**config.mk**
```make
export PLATFORM = sky130hd
export DESIGN_NAME = fp_multi_xfer
export DESIGN_NICKNAME = d
export VERILOG_FILES = /design/src/rtl/fpmx_pkg.sv /design/src/rtl/fpmx_list_sel.sv /design/src/rtl/fpmx_addr_gen.sv /design/src/rtl/fpmx_word_unit.sv /design/src/rtl/fp_multi_xfer.sv
export SDC_FILE = /design/constraint.sdc
export NUM_CORES = 1
export LEC_CHECK = 0
export BUFFER_PORTS_ARGS = -buffer_cell sky130_fd_sc_hd__buf_2
export CAP_MARGIN = 30
export CELL_PAD_IN_SITES_DETAIL_PLACEMENT = 1
export CELL_PAD_IN_SITES_GLOBAL_PLACEMENT = 1
export CORE_ASPECT_RATIO = 0.7
export CORE_MARGIN = 4
export CORE_UTILIZATION = 38
export DETAILED_ROUTE_END_ITERATION = 8
export GPL_ROUTABILITY_DRIVEN = 0
export GPL_TIMING_DRIVEN = 1
export PLACE_DENSITY_LB_ADDON = 0.1
export SYNTH_ARGS = -nofsm -noshare
export SYNTH_HDL_FRONTEND = slang
export SYNTH_SLANG_ARGS = --single-unit
export TNS_END_PERCENT = 20
```
**constraint.sdc**
```tcl
create_clock -name clk -period 5.7 [get_ports clk]
set_input_delay 0.285 -clock clk [delete_from_list [all_inputs] [get_ports clk]]
set_output_delay 0.285 -clock clk [all_outputs]
set_load 0.01 [all_outputs]
```
**src/rtl/fpmx_pkg.sv**
```systemverilog
package fpmx_pkg;

    typedef enum logic [2:0] {
        ST_IDLE,
        ST_SCAN,
        ST_XFER,
        ST_COMMIT,
        ST_FINISH
    } fpmx_state_e;

endpackage

```
**src/rtl/fpmx_list_sel.sv**
```systemverilog
module fpmx_list_sel #(
    parameter int REG_CNT = 8,
    parameter int INT_CNT = 8,
    localparam int SEL_W  = $clog2(INT_CNT)
) (
    input  logic                       dyn_i,
    input  logic [SEL_W-1:0]           sel_i,
    input  logic [REG_CNT-1:0]         static_list_i,
    input  logic [INT_CNT*REG_CNT-1:0] int_lists_i,
    output logic [REG_CNT-1:0]         list_o
);

    logic [REG_CNT-1:0] dyn_list;

    always_comb begin
        dyn_list = '0;
        for (int i = 0; i < INT_CNT; i++) begin
            if (sel_i == SEL_W'(i)) begin
                dyn_list = int_lists_i[i*REG_CNT +: REG_CNT];
            end
        end
    end

    assign list_o = dyn_i ? dyn_list : static_list_i;

endmodule

```
**src/rtl/fpmx_addr_gen.sv**
```systemverilog
module fpmx_addr_gen #(
    parameter int ADDR_W = 32,
    parameter int WORD_W = 32
) (
    input  logic              clk,
    input  logic              rst_n,
    input  logic              load_i,
    input  logic              predec_i,
    input  logic [ADDR_W-1:0] base_i,
    input  logic              down_i,
    input  logic              adv_i,
    output logic [ADDR_W-1:0] addr_o
);

    localparam logic [ADDR_W-1:0] STEP = ADDR_W'(WORD_W / 8);

    logic [ADDR_W-1:0] addr_q;

    always_ff @(posedge clk or negedge rst_n) begin
        if (!rst_n) begin
            addr_q <= '0;
        end else if (load_i) begin
            addr_q <= predec_i ? (base_i - STEP) : base_i;
        end else if (adv_i) begin
            addr_q <= down_i ? (addr_q - STEP) : (addr_q + STEP);
        end
    end

    assign addr_o = addr_q;

endmodule

```
**src/rtl/fpmx_word_unit.sv**
```systemverilog
module fpmx_word_unit #(
    parameter int WORD_W        = 32,
    parameter int WORDS_PER_REG = 3,
    localparam int REG_W        = WORD_W * WORDS_PER_REG,
    localparam int WIDX_W       = $clog2(WORDS_PER_REG)
) (
    input  logic              clk,
    input  logic              rst_n,
    input  logic              lsw_first_i,
    input  logic [WIDX_W-1:0] word_i,
    input  logic [REG_W-1:0]  src_reg_i,
    output logic [WORD_W-1:0] src_word_o,
    input  logic              cap_i,
    input  logic [WORD_W-1:0] cap_word_i,
    output logic [REG_W-1:0]  asm_reg_o
);

    logic [WIDX_W-1:0] chunk;
    logic [REG_W-1:0]  asm_q;

    assign chunk = lsw_first_i ? word_i : (WIDX_W'(WORDS_PER_REG - 1) - word_i);

    always_comb begin
        src_word_o = '0;
        for (int c = 0; c < WORDS_PER_REG; c++) begin
            if (chunk == WIDX_W'(c)) begin
                src_word_o = src_reg_i[c*WORD_W +: WORD_W];
            end
        end
    end

    generate
        for (genvar g = 0; g < WORDS_PER_REG; g++) begin : g_chunk
            always_ff @(posedge clk or negedge rst_n) begin
                if (!rst_n) begin
                    asm_q[g*WORD_W +: WORD_W] <= '0;
                end else if (cap_i && chunk == WIDX_W'(g)) begin
                    asm_q[g*WORD_W +: WORD_W] <= cap_word_i;
                end
            end
        end
    endgenerate

    assign asm_reg_o = asm_q;

endmodule

```
**src/rtl/fp_multi_xfer.sv**
```systemverilog
module fp_multi_xfer
    import fpmx_pkg::*;
#(
    parameter int REG_CNT       = 8,
    parameter int INT_CNT       = 8,
    parameter int WORD_W        = 32,
    parameter int WORDS_PER_REG = 3,
    parameter int ADDR_W        = 32,
    localparam int REG_W        = WORD_W * WORDS_PER_REG,
    localparam int IDX_W        = $clog2(REG_CNT),
    localparam int WIDX_W       = $clog2(WORDS_PER_REG)
) (
    input  logic                       clk,
    input  logic                       rst_n,
    input  logic                       start_i,
    input  logic [15:0]                ext_word_i,
    input  logic                       predec_i,
    input  logic [ADDR_W-1:0]          base_addr_i,
    input  logic [INT_CNT*REG_CNT-1:0] int_lists_i,
    output logic [IDX_W-1:0]           fpr_rd_idx_o,
    input  logic [REG_W-1:0]           fpr_rd_data_i,
    output logic                       fpr_wr_en_o,
    output logic [IDX_W-1:0]           fpr_wr_idx_o,
    output logic [REG_W-1:0]           fpr_wr_data_o,
    output logic                       mem_req_o,
    output logic                       mem_we_o,
    output logic [ADDR_W-1:0]          mem_addr_o,
    output logic [WORD_W-1:0]          mem_wdata_o,
    input  logic                       mem_ready_i,
    input  logic [WORD_W-1:0]          mem_rdata_i,
    input  logic                       mem_fault_i,
    output logic                       busy_o,
    output logic                       done_o,
    output logic                       fault_o
);

    fpmx_state_e state_q, state_d;

    logic [REG_CNT-1:0] list_w;
    logic [REG_CNT-1:0] mask_q;
    logic [IDX_W-1:0]   step_q;
    logic [WIDX_W-1:0]  word_q;
    logic               store_q;
    logic               predec_q;
    logic               fault_q;
    logic [IDX_W-1:0]   reg_idx;
    logic               kick;
    logic               accept_ok;
    logic               accept_bad;
    logic               last_word;
    logic               rest_empty;
    logic               unused_ext;

    assign unused_ext = ^{ext_word_i[15:14], ext_word_i[12], ext_word_i[10:8]};

    fpmx_list_sel #(
        .REG_CNT (REG_CNT),
        .INT_CNT (INT_CNT)
    ) u_list (
        .dyn_i         (ext_word_i[11]),
        .sel_i         (ext_word_i[6:4]),
        .static_list_i (ext_word_i[REG_CNT-1:0]),
        .int_lists_i   (int_lists_i),
        .list_o        (list_w)
    );

    assign kick       = (state_q == ST_IDLE) && start_i;
    assign accept_ok  = (state_q == ST_XFER) && mem_ready_i && !mem_fault_i;
    assign accept_bad = (state_q == ST_XFER) && mem_ready_i && mem_fault_i;
    assign last_word  = (word_q == WIDX_W'(WORDS_PER_REG - 1));
    assign rest_empty = (mask_q[REG_CNT-2:0] == '0);
    assign reg_idx    = predec_q ? (IDX_W'(REG_CNT - 1) - step_q) : step_q;

    fpmx_addr_gen #(
        .ADDR_W (ADDR_W),
        .WORD_W (WORD_W)
    ) u_addr (
        .clk      (clk),
        .rst_n    (rst_n),
        .load_i   (kick),
        .predec_i (predec_i),
        .base_i   (base_addr_i),
        .down_i   (predec_q),
        .adv_i    (accept_ok),
        .addr_o   (mem_addr_o)
    );

    fpmx_word_unit #(
        .WORD_W        (WORD_W),
        .WORDS_PER_REG (WORDS_PER_REG)
    ) u_word (
        .clk         (clk),
        .rst_n       (rst_n),
        .lsw_first_i (predec_q),
        .word_i      (word_q),
        .src_reg_i   (fpr_rd_data_i),
        .src_word_o  (mem_wdata_o),
        .cap_i       (accept_ok && !store_q),
        .cap_word_i  (mem_rdata_i),
        .asm_reg_o   (fpr_wr_data_o)
    );

    // Next-state logic
    always_comb begin
        state_d = state_q;
        unique case (state_q)
            ST_IDLE: begin
                if (start_i) begin
                    state_d = (list_w == '0) ? ST_FINISH : ST_SCAN;
                end
            end
            ST_SCAN: begin
                if (mask_q[REG_CNT-1]) begin
                    state_d = ST_XFER;
                end
            end
            ST_XFER: begin
                if (accept_bad) begin
                    state_d = ST_FINISH;
                end else if (accept_ok && last_word) begin
                    if (!store_q) begin
                        state_d = ST_COMMIT;
                    end else begin
                        state_d = rest_empty ? ST_FINISH : ST_SCAN;
                    end
                end
            end
            ST_COMMIT: state_d = rest_empty ? ST_FINISH : ST_SCAN;
            ST_FINISH: state_d = ST_IDLE;
            default:   state_d = ST_IDLE;
        endcase
    end

    // State register
    always_ff @(posedge clk or negedge rst_n) begin
        if (!rst_n) begin
            state_q <= ST_IDLE;
        end else begin
            state_q <= state_d;
        end
    end

    // Sequence bookkeeping: list, position, word counter, latched mode
    always_ff @(posedge clk or negedge rst_n) begin
        if (!rst_n) begin
            mask_q   <= '0;
            step_q   <= '0;
            word_q   <= '0;
            store_q  <= 1'b0;
            predec_q <= 1'b0;
            fault_q  <= 1'b0;
        end else if (kick) begin
            mask_q   <= list_w;
            step_q   <= '0;
            word_q   <= '0;
            store_q  <= ext_word_i[13];
            predec_q <= predec_i;
            fault_q  <= 1'b0;
        end else begin
            unique case (state_q)
                ST_SCAN: begin
                    if (!mask_q[REG_CNT-1]) begin
                        mask_q <= {mask_q[REG_CNT-2:0], 1'b0};
                        step_q <= step_q + IDX_W'(1);
                    end
                end
                ST_XFER: begin
                    if (accept_bad) begin
                        fault_q <= 1'b1;
                    end else if (accept_ok) begin
                        if (last_word) begin
                            word_q <= '0;
                            if (store_q) begin
                                mask_q <= {mask_q[REG_CNT-2:0], 1'b0};
                                step_q <= step_q + IDX_W'(1);
                            end
                        end else begin
                            word_q <= word_q + WIDX_W'(1);
                        end
                    end
                end
                ST_COMMIT: begin
                    mask_q <= {mask_q[REG_CNT-2:0], 1'b0};
                    step_q <= step_q + IDX_W'(1);
                end
                default: begin
                end
            endcase
        end
    end

    // Outputs
    always_comb begin
        busy_o       = (state_q != ST_IDLE);
        mem_req_o    = (state_q == ST_XFER);
        mem_we_o     = (state_q == ST_XFER) && store_q;
        fpr_wr_en_o  = (state_q == ST_COMMIT);
        fpr_rd_idx_o = reg_idx;
        fpr_wr_idx_o = reg_idx;
        done_o       = (state_q == ST_FINISH);
        fault_o      = (state_q == ST_FINISH) && fault_q;
    end

endmodule

```
==> summary.txt, run 1 <==
Status
  • Status: complete, no violations

Global route
  • First-pass GRT wire length: 53300 um
  • GRT Total Usage: 24.4%
  • Overflow after GRT: 0
  • Largest net degree at the start of global routing: 71
  • Initial antenna violation count: 3
  • Vias in the first global route: 9366

Worst setup path
  • Data required time at the worst endpoint: 6010 ps
  • Worst Path Arrival: 3860 ps
  • Cell repeated most along the worst path: a211oi_1
  • Crit path kind: register to register
  • CP Cell Sequence: buf_16 > ha_1 > a211oi_1 > o21bai_1 > o2111ai_1 > a211oi_1 > o32a_1 > a31oi_1 > a21oi_1 > xnor2_1 > a221oi_1
  • Largest stage delay, worst path: 610 ps
  • Crit-path max FO: 18
  • Worst path slowest cell: dfrtp_1
  • Element type at the critical path end: register
  • Crit start category: register

Logic synthesis
  • Top cell type's share of synthesized area: 39.4%
  • Sequential fraction of the synthesis area: 39.4%
  • Top post-synthesis cells by area: dfrtp_1 (39%), mux2_2 (13%), ha_1 (4.4%)
  • Post-synth cell types: 67
  • Post-Syn Area: 9340 um2
  • Top-count cell post-synth: dfrtp_1
  • Syn nets: 1250
  • Flops & latches, synth: 147
  • Async S/R FF share, synth: 100%
  • Cells after Synth: 970
  • Ys Warns: 0
  • Synth area leader: dfrtp_1
  • Syn_area_per_cell: 9.63 um2
  • Post-synth top cells: dfrtp_1 (147), mux2_2 (107), nand2_1 (96)
  • Ys flop type: dfrtp_1
  • Number of enable flip-flop cells after synthesis: 0

Floorplanning
  • Die width: 195 um
  • I/O pin count: 418
  • Die area: 27200 um2
  • Rows: 47
  • Die Span Y: 139 um
  • Initial Util: 39.0%
  • Core Footprint: 23900 um2

Detailed routing
  • Post-route ant nets: 0
  • Post-route DRC: 0
  • DR pass1 iterations: 4
  • Routed vias/inst: 5.31
  • Via Count: 8994
  • Post-Route WL: 34500 um
  • WL per Instance: 20.4 um
  • DR iter-0 viols: 370

Finish
  • Util after Layout: 51.7%
  • Final nets: 1639
  • Area Growth Syn to Fin: 32.4%
  • Fill cells: 2878
  • Share of post-route cells with drive strength above 1: 42.6%

Job
  • Max-cap violations: 0

Power and ir drop
  • Power after layout: 7.12 mW
  • P per Cell Area: 575 nW/um2
  • Peak supply drop: 283 uV
  • Leakage power: 6.26 nW

Clock network
  • CTS sink count: 147
  • CTS resizes: 0
  • CTS H-tree depth: 4
  • Root buffer cell: clkbuf_16
  • Clock slew at reported path FFs: 70 ps
  • CTS Buf Count: 17
  • Clk_lat worst skew: 430 ps
  • Max clock buf depth: 2
  • CTS tree: built

Worst hold path
  • Hold/Removal Path Class: input pin to register

STA
  • Worst setup margin: 2150 ps
  • Final slew viol count: 0
  • Worst hold slack: 52.3 ps
  • Worst-Margin Slew: 942 ps
  • Setup TNS: 0 ps
  • Worst Skew: 18.0 ps
  • Fin crit share: 62.3%
  • Max-slew headroom: 37.2%
  • Fmax achieved: 282 MHz
  • Min Tclk post-route: 3550 ps
  • Fin. Hold Viols: 0
  • RSZ-0062 raised after global routing: false
  • Setup violations, final: 0

Placed design
  • Port bufs: 411
  • Hpwl dp: 26800 um
  • Pre-CTS WS: 1850 ps
## area by class of cell
| class | instances | area (um2) | area share [%] |
|---|---|---|---|
| antenna | 3 | 7.51 | 0.0607 |
| sequential | 147 | 3680 | 29.7 |
| clock buffer | 17 | 425 | 3.44 |
| multi-input combinational | 737 | 5350 | 43.2 |
| tap | 318 | 398 | 3.22 |
| inverter | 30 | 113 | 0.910 |
| clock inverter | 15 | 183 | 1.48 |
| timing repair buffer | 426 | 2220 | 17.9 |
## registers in the layout, indices dropped and copies added (netlist names)
name / count
state_q: 3
fault_q: 1
predec_q: 1
step_q: 3
word_q: 2
u_word.asm_reg_o: 96
u_addr.addr_o: 32
store_q: 1
mask_q: 8
## worst max-delay path: cells and delay by family, from the launching register on
kind                       cells  cell delay, ps
AOI/OAI and AO/OA              8            2220
adders and majority gates      1             250
xor gates and xnor gates       1             150
buffers and inverters          1             210
DFF                            1             610
## power by group
group          total [mW]  leakage (nW)  internal [mW]  switching [mW]
Sequential           1.79          1.88           1.47           0.319
Clock                1.14         0.293          0.595           0.540
Combinational        4.19          4.09           1.80            2.40
Total                7.12          6.26           3.86            3.26
## placed cells by master, fill, tap and decap left out, types with 6 or more instances in the layout
cell type,netlist,routed
buf_2,2,410
dfrtp_1,147,146
mux2_2,107,107
nand2_1,96,96
nor2_1,61,61
a21oi_1,57,57
o22ai_1,51,51
o21ai_0,38,38
mux2i_1,35,34
ha_1,33,33
inv_1,28,28
xor2_1,26,26
xnor2_1,24,24
nand3_1,18,18
clkbuf_16,0,17
nor3_1,16,16
a211oi_1,16,16
a31oi_1,14,14
a21o_1,14,14
nand2b_1,11,11
buf_4,4,11
o211ai_1,10,10
and2_1,9,9
nor2b_1,9,9
o21bai_1,6,6
a221oi_1,6,6
a22oi_1,6,6
inv_8,0,6
## cell families after synthesis
kind of cell	Yosys count	share of synthesized area, %
muxes	144	17.1
adders and majority gates	34	4.64
buffers and inverters	86	3.64
DFF	147	39.4
AOI/OAI and AO/OA	248	17.0
and+or+nand+nor	261	13.5
xor gates and xnor gates	50	4.69
## metrics by stage
stage | instances | cell area (um2)
2_1_floorplan | 970 | 9340
3_3_place_gp | 1654 | 11700
3_5_place_dp | 1655 | 11700
4_1_cts | 1688 | 12300
5_1_grt | 1693 | 12400
6_report | 1693 | 12400
## routing by layer
metal  vias to the layer above  track usage, %  wire length (um)
met1                      4395            31.4             14800
met4                         0            5.69               427
met3                        22            5.71              1930
met5                         -               0                 0
met2                       229            42.0             17300
li1                       4348               -                 -
## path summary, 6_finish.rpt
check                      slack (ps)  depth (start not counted)                   end              from
min                                50                          3      u_addr.addr_o[1]    base_addr_i[1]
max                              2150                         11     u_addr.addr_o[29]          predec_q
max reg2reg                      2150                         11     u_addr.addr_o[29]          predec_q
min in group asynchronous         310                          2  u_word.asm_reg_o[84]             rst_n
max in group asynchronous        4060                          3             word_q[0]             rst_n
min reg2reg                       480                          2      u_addr.addr_o[0]  u_addr.addr_o[0]
## timing repair
action	in CTS	in global routing
hold buffers	1	0
hold endpoints to repair	36	0
setup buffers	0	0
Power figures use the tool's default switching activity.
==> run 2: changes to the inputs <==
--- a/config.mk
+++ b/config.mk
@@ -11,7 +11,7 @@
 export CELL_PAD_IN_SITES_GLOBAL_PLACEMENT = 1
 export CORE_ASPECT_RATIO = 0.7
 export CORE_MARGIN = 4
-export CORE_UTILIZATION = 38
+export CORE_UTILIZATION = 35
 export DETAILED_ROUTE_END_ITERATION = 8
 export GPL_ROUTABILITY_DRIVEN = 0
 export GPL_TIMING_DRIVEN = 1
==> constraint.sdc (replaced) <==
create_clock -name clk -period 3.48 [get_ports clk]
set_input_delay 0.174 -clock clk [delete_from_list [all_inputs] [get_ports clk]]
set_output_delay 0.174 -clock clk [all_outputs]
set_load 0.01 [all_outputs]
==> run 2 against run 1 <==
Against the previous run:
- global-route usage shrank 1.6 points
- clock-buffer cell count up 3
- core utilization decreased by 3.0 points
- die area increased by 8.1%
- sequential power grew 62%
- flip-flop and latch count unchanged
- register-to-register slack lost 1900 ps
- sequential share of layout area is 0.69 points lower
- cell area is 2.4% higher
- non-clock buffer count up 27
- final cell count rose by 3.7%
- largest cell class unchanged
- largest power group unchanged
- highest routed layer unchanged
==> summary.txt, run 2 (synthesis gave the netlist of run 1 again) <==
STA
  • Min Tclk post-route: 3220 ps
  • Fin. Hold Viols: 0
  • Worst Skew: 13.4 ps
  • Setup violations, final: 0
  • Final slew viol count: 0
  • RSZ-0062 raised after global routing: false
  • Max-slew headroom: 39.2%
  • Fmax achieved: 311 MHz
  • Worst-Margin Slew: 910 ps
  • Fin crit share: 92.5%
  • Setup TNS: 0 ps

Worst setup path
  • Largest delay contributor family on the critical path: compound AO/OA/AOI/OAI gates
  • FF-to-FF setup slack: 260 ps
  • Worst path slowest cell: a311o_1
  • Crit start category: register
  • Crit-path max FO: 13
  • Worst Path Buf+Inv: 1
  • CP Cell Sequence: buf_4 > ha_1 > o21ai_0 > o21bai_1 > o2111ai_1 > a211oi_1 > o32a_1 > a311o_1 > a31oi_1 > o211ai_1 > nor3_1
  • Data required time at the worst endpoint: 3820 ps
  • Element type at the critical path end: register
  • Crit path kind: register to register
  • Largest stage delay, worst path: 420 ps
  • Worst Path Arrival: 3560 ps

Detailed routing
  • DR pass1 iterations: 4
  • Post-route ant nets: 0
  • Post-route DRC: 0
  • Via Count: 9152
  • WL per Instance: 20.2 um
  • DR iter-0 viols: 349
  • Post-Route WL: 35500 um
  • Routed vias/inst: 5.21

Clock network
  • Clock slew at reported path FFs: 70 ps
  • Max clock buf depth: 2
  • CTS sink count: 147
  • Root buffer cell: clkbuf_16
  • CTS tree: built
  • CTS Buf Count: 17
  • Clk_lat worst skew: 430 ps
  • CTS H-tree depth: 4
  • Post-CTS setup buffers: 0

Power and ir drop
  • P per Cell Area: 928 nW/um2
  • Peak supply drop: 459 uV
  • Int Pwr: 6.49 mW
  • Sequential power share: 24.7%
  • Clock share of power: 16.2%
  • Leakage power: 6.38 nW
  • Comb power frac: 59.2%
  • Sw Share: 44.8%
  • Power after layout: 11.8 mW
  • Sw Pwr: 5.26 mW

Global route
  • First-pass GRT wire length: 53300 um
  • Vias in the first global route: 9313
  • Initial antenna violation count: 0
  • Largest net degree at the start of global routing: 86
  • Overflow after GRT: 0
  • GRT Total Usage: 22.9%

Finish
  • Area Growth Syn to Fin: 35.6%
  • Final nets: 1666
  • Share of post-route cells with drive strength above 1: 42.0%
  • Most frequent cells in the layout: buf_2 (410), dfrtp_1 (146), mux2_2 (107)
  • Antenna cells: 0
  • Commonest non-fill, non-tap cell in the layout: buf_2
  • Max reg flops: 96

Floorplanning
  • Die area: 29400 um2
  • Rows: 49
  • Initial Util: 35.9%
  • I/O pin count: 418
  • Core Footprint: 26000 um2
  • Die width: 203 um
  • Die Span Y: 145 um

Job
  • Max-cap violations: 0

Worst hold path
  • Hold/Removal Path Class: input pin to register

Placed design
  • Hpwl dp: 27300 um
  • Port bufs: 411

Status
  • Status: complete, no violations
## run 2: cell types whose count changed in the layout (fill, tap and decap cells not counted)
| cell | before | now |
|---|---|---|
| clkinv_8 | 5 | 0 |
| clkbuf_1 | 0 | 1 |
| inv_6 | 1 | 6 |
| buf_12 | 1 | 3 |
| buf_8 | 1 | 0 |
| bufinv_16 | 0 | 2 |
| diode_2 | 3 | 0 |
| clkbuf_8 | 0 | 2 |
| clkinv_2 | 0 | 1 |
| buf_16 | 1 | 0 |
| dlygate4sd3_1 | 1 | 25 |
| buf_4 | 11 | 14 |
| inv_8 | 6 | 0 |
## run 2: final cells by class
| type | instances | area (um2) |
|---|---|---|
| Clock inverter | 12 | 143 |
| Tap cell | 357 | 447 |
| Clock buffer | 20 | 457 |
| Inverter | 30 | 113 |
| Multi-Input combinational cell | 737 | 5350 |
| Sequential cell | 147 | 3680 |
| Timing Repair Buffer | 453 | 2480 |
| Fill cell | 3137 | 13300 |
## run 2: final timing paths
path,startpoint,cells past startpoint,end
min,mem_rdata_i[6],2,u_word.asm_reg_o[70]
min in group asynchronous,rst_n,2,u_word.asm_reg_o[31]
max,predec_q,11,u_addr.addr_o[31]
max reg2reg,predec_q,11,u_addr.addr_o[31]
max in group asynchronous,rst_n,3,u_addr.addr_o[1]
min reg2reg,u_addr.addr_o[0],2,u_addr.addr_o[0]
## run 2: what timing repair did
| action | CTS | global route |
|---|---|---|
| hold buffers | 25 | 0 |
| hold endpoints to repair | 136 | 0 |
| gates resized for setup | 0 | 0 |
## run 2: power groups by stage
stage / Sequential (mW) / Clock, mW / Combinational [mW]
global route: 3.00 / 2.03 / 7.64
detailed placement: 2.92 / 0 / 6.93
CTS: 2.90 / 1.94 / 7.00
finish: 2.90 / 1.90 / 6.95
global placement: 2.89 / 0 / 6.81
floorplan: 3.14 / 0 / 4.27
## run 2: per-layer routing
metal	vias to the layer above	global-route usage [%]	wire length, um
met4	0	6.49	856
met2	235	40.4	17800
met5	-	0	0
met1	4479	29.4	15200
met3	41	3.56	1600
li1	4397	-	-
## run 2: worst register-to-register path, delay by kind of cell (launching register included)
| kind | cells | cell delay [ps] |
|---|---|---|
| AO/OA/AOI/OAI | 8 | 1980 |
| adder cells (fa/ha/maj) | 1 | 360 |
| buffers and inverters | 1 | 210 |
| flip-flops | 1 | 400 |
| AND/OR/NAND/NOR | 1 | 190 |
## run 2: per-stage QoR
step | cells | area, um2 | hold WS (ps) | worst slack, ps | utilization (%)
CTS | 1756 | 12700 | 0.113 | 276 | 48.7
floorplan | 970 | 9340 | -122 | 324 | -
global placement | 1699 | 11800 | 309 | 367 | 45.4
finish | 1756 | 12700 | 17.1 | 261 | 48.7
global route | 1756 | 12700 | 2.69 | 2.85 | 48.7
detailed placement | 1699 | 11800 | 304 | 283 | 45.4
==> run 3: changes to the inputs <==
--- a/config.mk
+++ b/config.mk
@@ -7,7 +7,7 @@
 export LEC_CHECK = 0
 export BUFFER_PORTS_ARGS = -buffer_cell sky130_fd_sc_hd__buf_2
 export CAP_MARGIN = 30
-export CELL_PAD_IN_SITES_DETAIL_PLACEMENT = 1
+export CELL_PAD_IN_SITES_DETAIL_PLACEMENT = 0
 export CELL_PAD_IN_SITES_GLOBAL_PLACEMENT = 1
 export CORE_ASPECT_RATIO = 0.7
 export CORE_MARGIN = 4
==> run 3 against run 2 <==
Against the previous run:
- hold slack better by 2.3 ps
- clock-buffer cell count fell by 2
- core utilization is 0.40 points higher
- largest power group unchanged
- cell area rose by 0.82%
- final cell count up 0.51%
- global-route usage fell by 1.7 points
==> summary.txt, run 3 (synthesis gave the netlist of run 1 again) <==
Status
  • Status: complete, no violations

Global route
  • GRT Total Usage: 21.2%
  • Overflow after GRT: 0
  • Largest net degree at the start of global routing: 86
  • Initial antenna violation count: 1
  • First-pass GRT wire length: 49900 um
  • Vias in the first global route: 8832

Clock network
  • CTS H-tree depth: 4
  • CTS Buf Count: 17
  • Clk_lat worst skew: 430 ps
  • CTS sink count: 147
  • Max clock buf depth: 2
  • Root buffer cell: clkbuf_16
  • CTS tree: built
  • Clock slew at reported path FFs: 70 ps

Worst setup path
  • R2r worst-path depth: 11
  • Crit path kind: register to register
  • Worst Path Arrival: 3400 ps
  • Worst path slowest cell: a311o_1
  • Largest delay contributor family on the critical path: compound AO/OA/AOI/OAI gates
  • Largest stage delay, worst path: 430 ps
  • CP Cell Sequence: buf_4 > ha_1 > o21ai_0 > o21bai_1 > o2111ai_2 > a211oi_1 > o32a_1 > a311o_1 > and2_1 > nor4_1 > nor3_1
  • Crit start category: register
  • Worst Path Buf+Inv: 1
  • WP depth: 11
  • Crit-path max FO: 13
  • Element type at the critical path end: register
  • Data required time at the worst endpoint: 3780 ps

Finish
  • Fin cells: 1765
  • Max reg flops: 96
  • Final nets: 1675
  • Area Growth Syn to Fin: 36.7%
  • Commonest non-fill, non-tap cell in the layout: buf_2
  • Final Cell Area: 12800 um2
  • Antenna cells: 0
  • Most frequent cells in the layout: buf_2 (410), dfrtp_1 (146), mux2_2 (107)
  • Share of post-route cells with drive strength above 1: 41.8%

Floorplanning
  • Rows: 49
  • Die Span Y: 145 um
  • Die area: 29400 um2
  • Initial Util: 35.9%
  • I/O pin count: 418
  • Core Footprint: 26000 um2
  • Die width: 203 um

Power and ir drop
  • P per Cell Area: 911 nW/um2
  • Power after layout: 11.6 mW
  • Peak supply drop: 460 uV
  • Leakage power: 6.42 nW

Detailed routing
  • Routed vias/inst: 5.09
  • Post-route ant nets: 0
  • WL per Instance: 18.6 um
  • DR iter-0 viols: 440
  • Via Count: 8989
  • Post-route DRC: 0
  • DR pass1 iterations: 5
  • Post-Route WL: 32800 um

STA
  • Final slew viol count: 0
  • Fin crit share: 89.0%
  • RSZ-0062 raised after global routing: false
  • Min Tclk post-route: 3100 ps
  • Fin. Hold Viols: 0
  • Setup violations, final: 0
  • Fmax achieved: 323 MHz
  • Worst Skew: 11.3 ps
  • Worst setup margin: 383 ps
  • Worst-Margin Slew: 824 ps
  • Max-slew headroom: 44.9%
  • Setup TNS: 0 ps

Placed design
  • Port bufs: 411
  • Hpwl dp: 25400 um
  • Placed Cells incl. Taps: 1699
  • Placed inst area: 11800 um2
  • Pre-CTS WS: 312 ps

Worst hold path
  • Hold depth: 2
  • Hold/Removal Path Class: input pin to register

Job
  • Max-cap violations: 0
run 3: timing repair:
action,in CTS,in global routing
hold buffers,34,0
endpoints found under the setup margin,0,1
buffers inserted,0,0
resized for setup,0,1
endpoints found under the hold margin,169,0
run 3: through the flow:
step,hold WS [ps],util (%)
floorplan,-122,-
global placement,309,45.4
detailed placement,306,45.4
CTS,0.149,49.1
global route,5.81,49.1
finish,19.3,49.1
run 3: area by class of cell:
cell class | count | area, um2
Clock buffer | 18 | 439
Clock inverter | 14 | 168
Sequential cell | 147 | 3680
Inverter | 30 | 113
Tap cell | 357 | 447
Fill cell | 2593 | 13200
Multi-Input combinational cell | 737 | 5350
Timing Repair Buffer | 462 | 2570
run 3: per-layer routing:
| layer | wire length, um | track usage [%] | vias up | share of wire [%] |
|---|---|---|---|---|
| met3 | 1710 | 3.43 | 43 | 5.2 |
| met5 | 13 | 0 | - | 0.040 |
| met1 | 14300 | 28.2 | 4269 | 44 |
| met2 | 16000 | 36.0 | 243 | 49 |
| li1 | - | - | 4432 | - |
| met4 | 820 | 6.56 | 2 | 2.5 |
run 3: worst paths after layout:
kind	startpoint	to	slack (ps)
min reg2reg	u_addr.addr_o[1]	u_addr.addr_o[1]	480
max in group asynchronous	rst_n	step_q[2]	2300
min	mem_rdata_i[6]	u_word.asm_reg_o[70]	20
max	predec_q	u_addr.addr_o[31]	380
max reg2reg	predec_q	u_addr.addr_o[31]	380
min in group asynchronous	rst_n	u_word.asm_reg_o[31]	380
run 3: worst register-to-register path: stages, from the launching register on:
cell,delay [ps]
dfrtp_1,400
buf_4,200
ha_1,350
o21ai_0,240
o21bai_1,160
o2111ai_2,260
a211oi_1,150
o32a_1,390
a311o_1,430
and2_1,170
nor4_1,160
nor3_1,80
run 3: power by group:
| part | switching (mW) | internal, mW |
|---|---|---|
| Combinational | 3.87 | 2.97 |
| Clock | 0.809 | 1.10 |
| Sequential | 0.477 | 2.41 |
| Total | 5.15 | 6.48 |
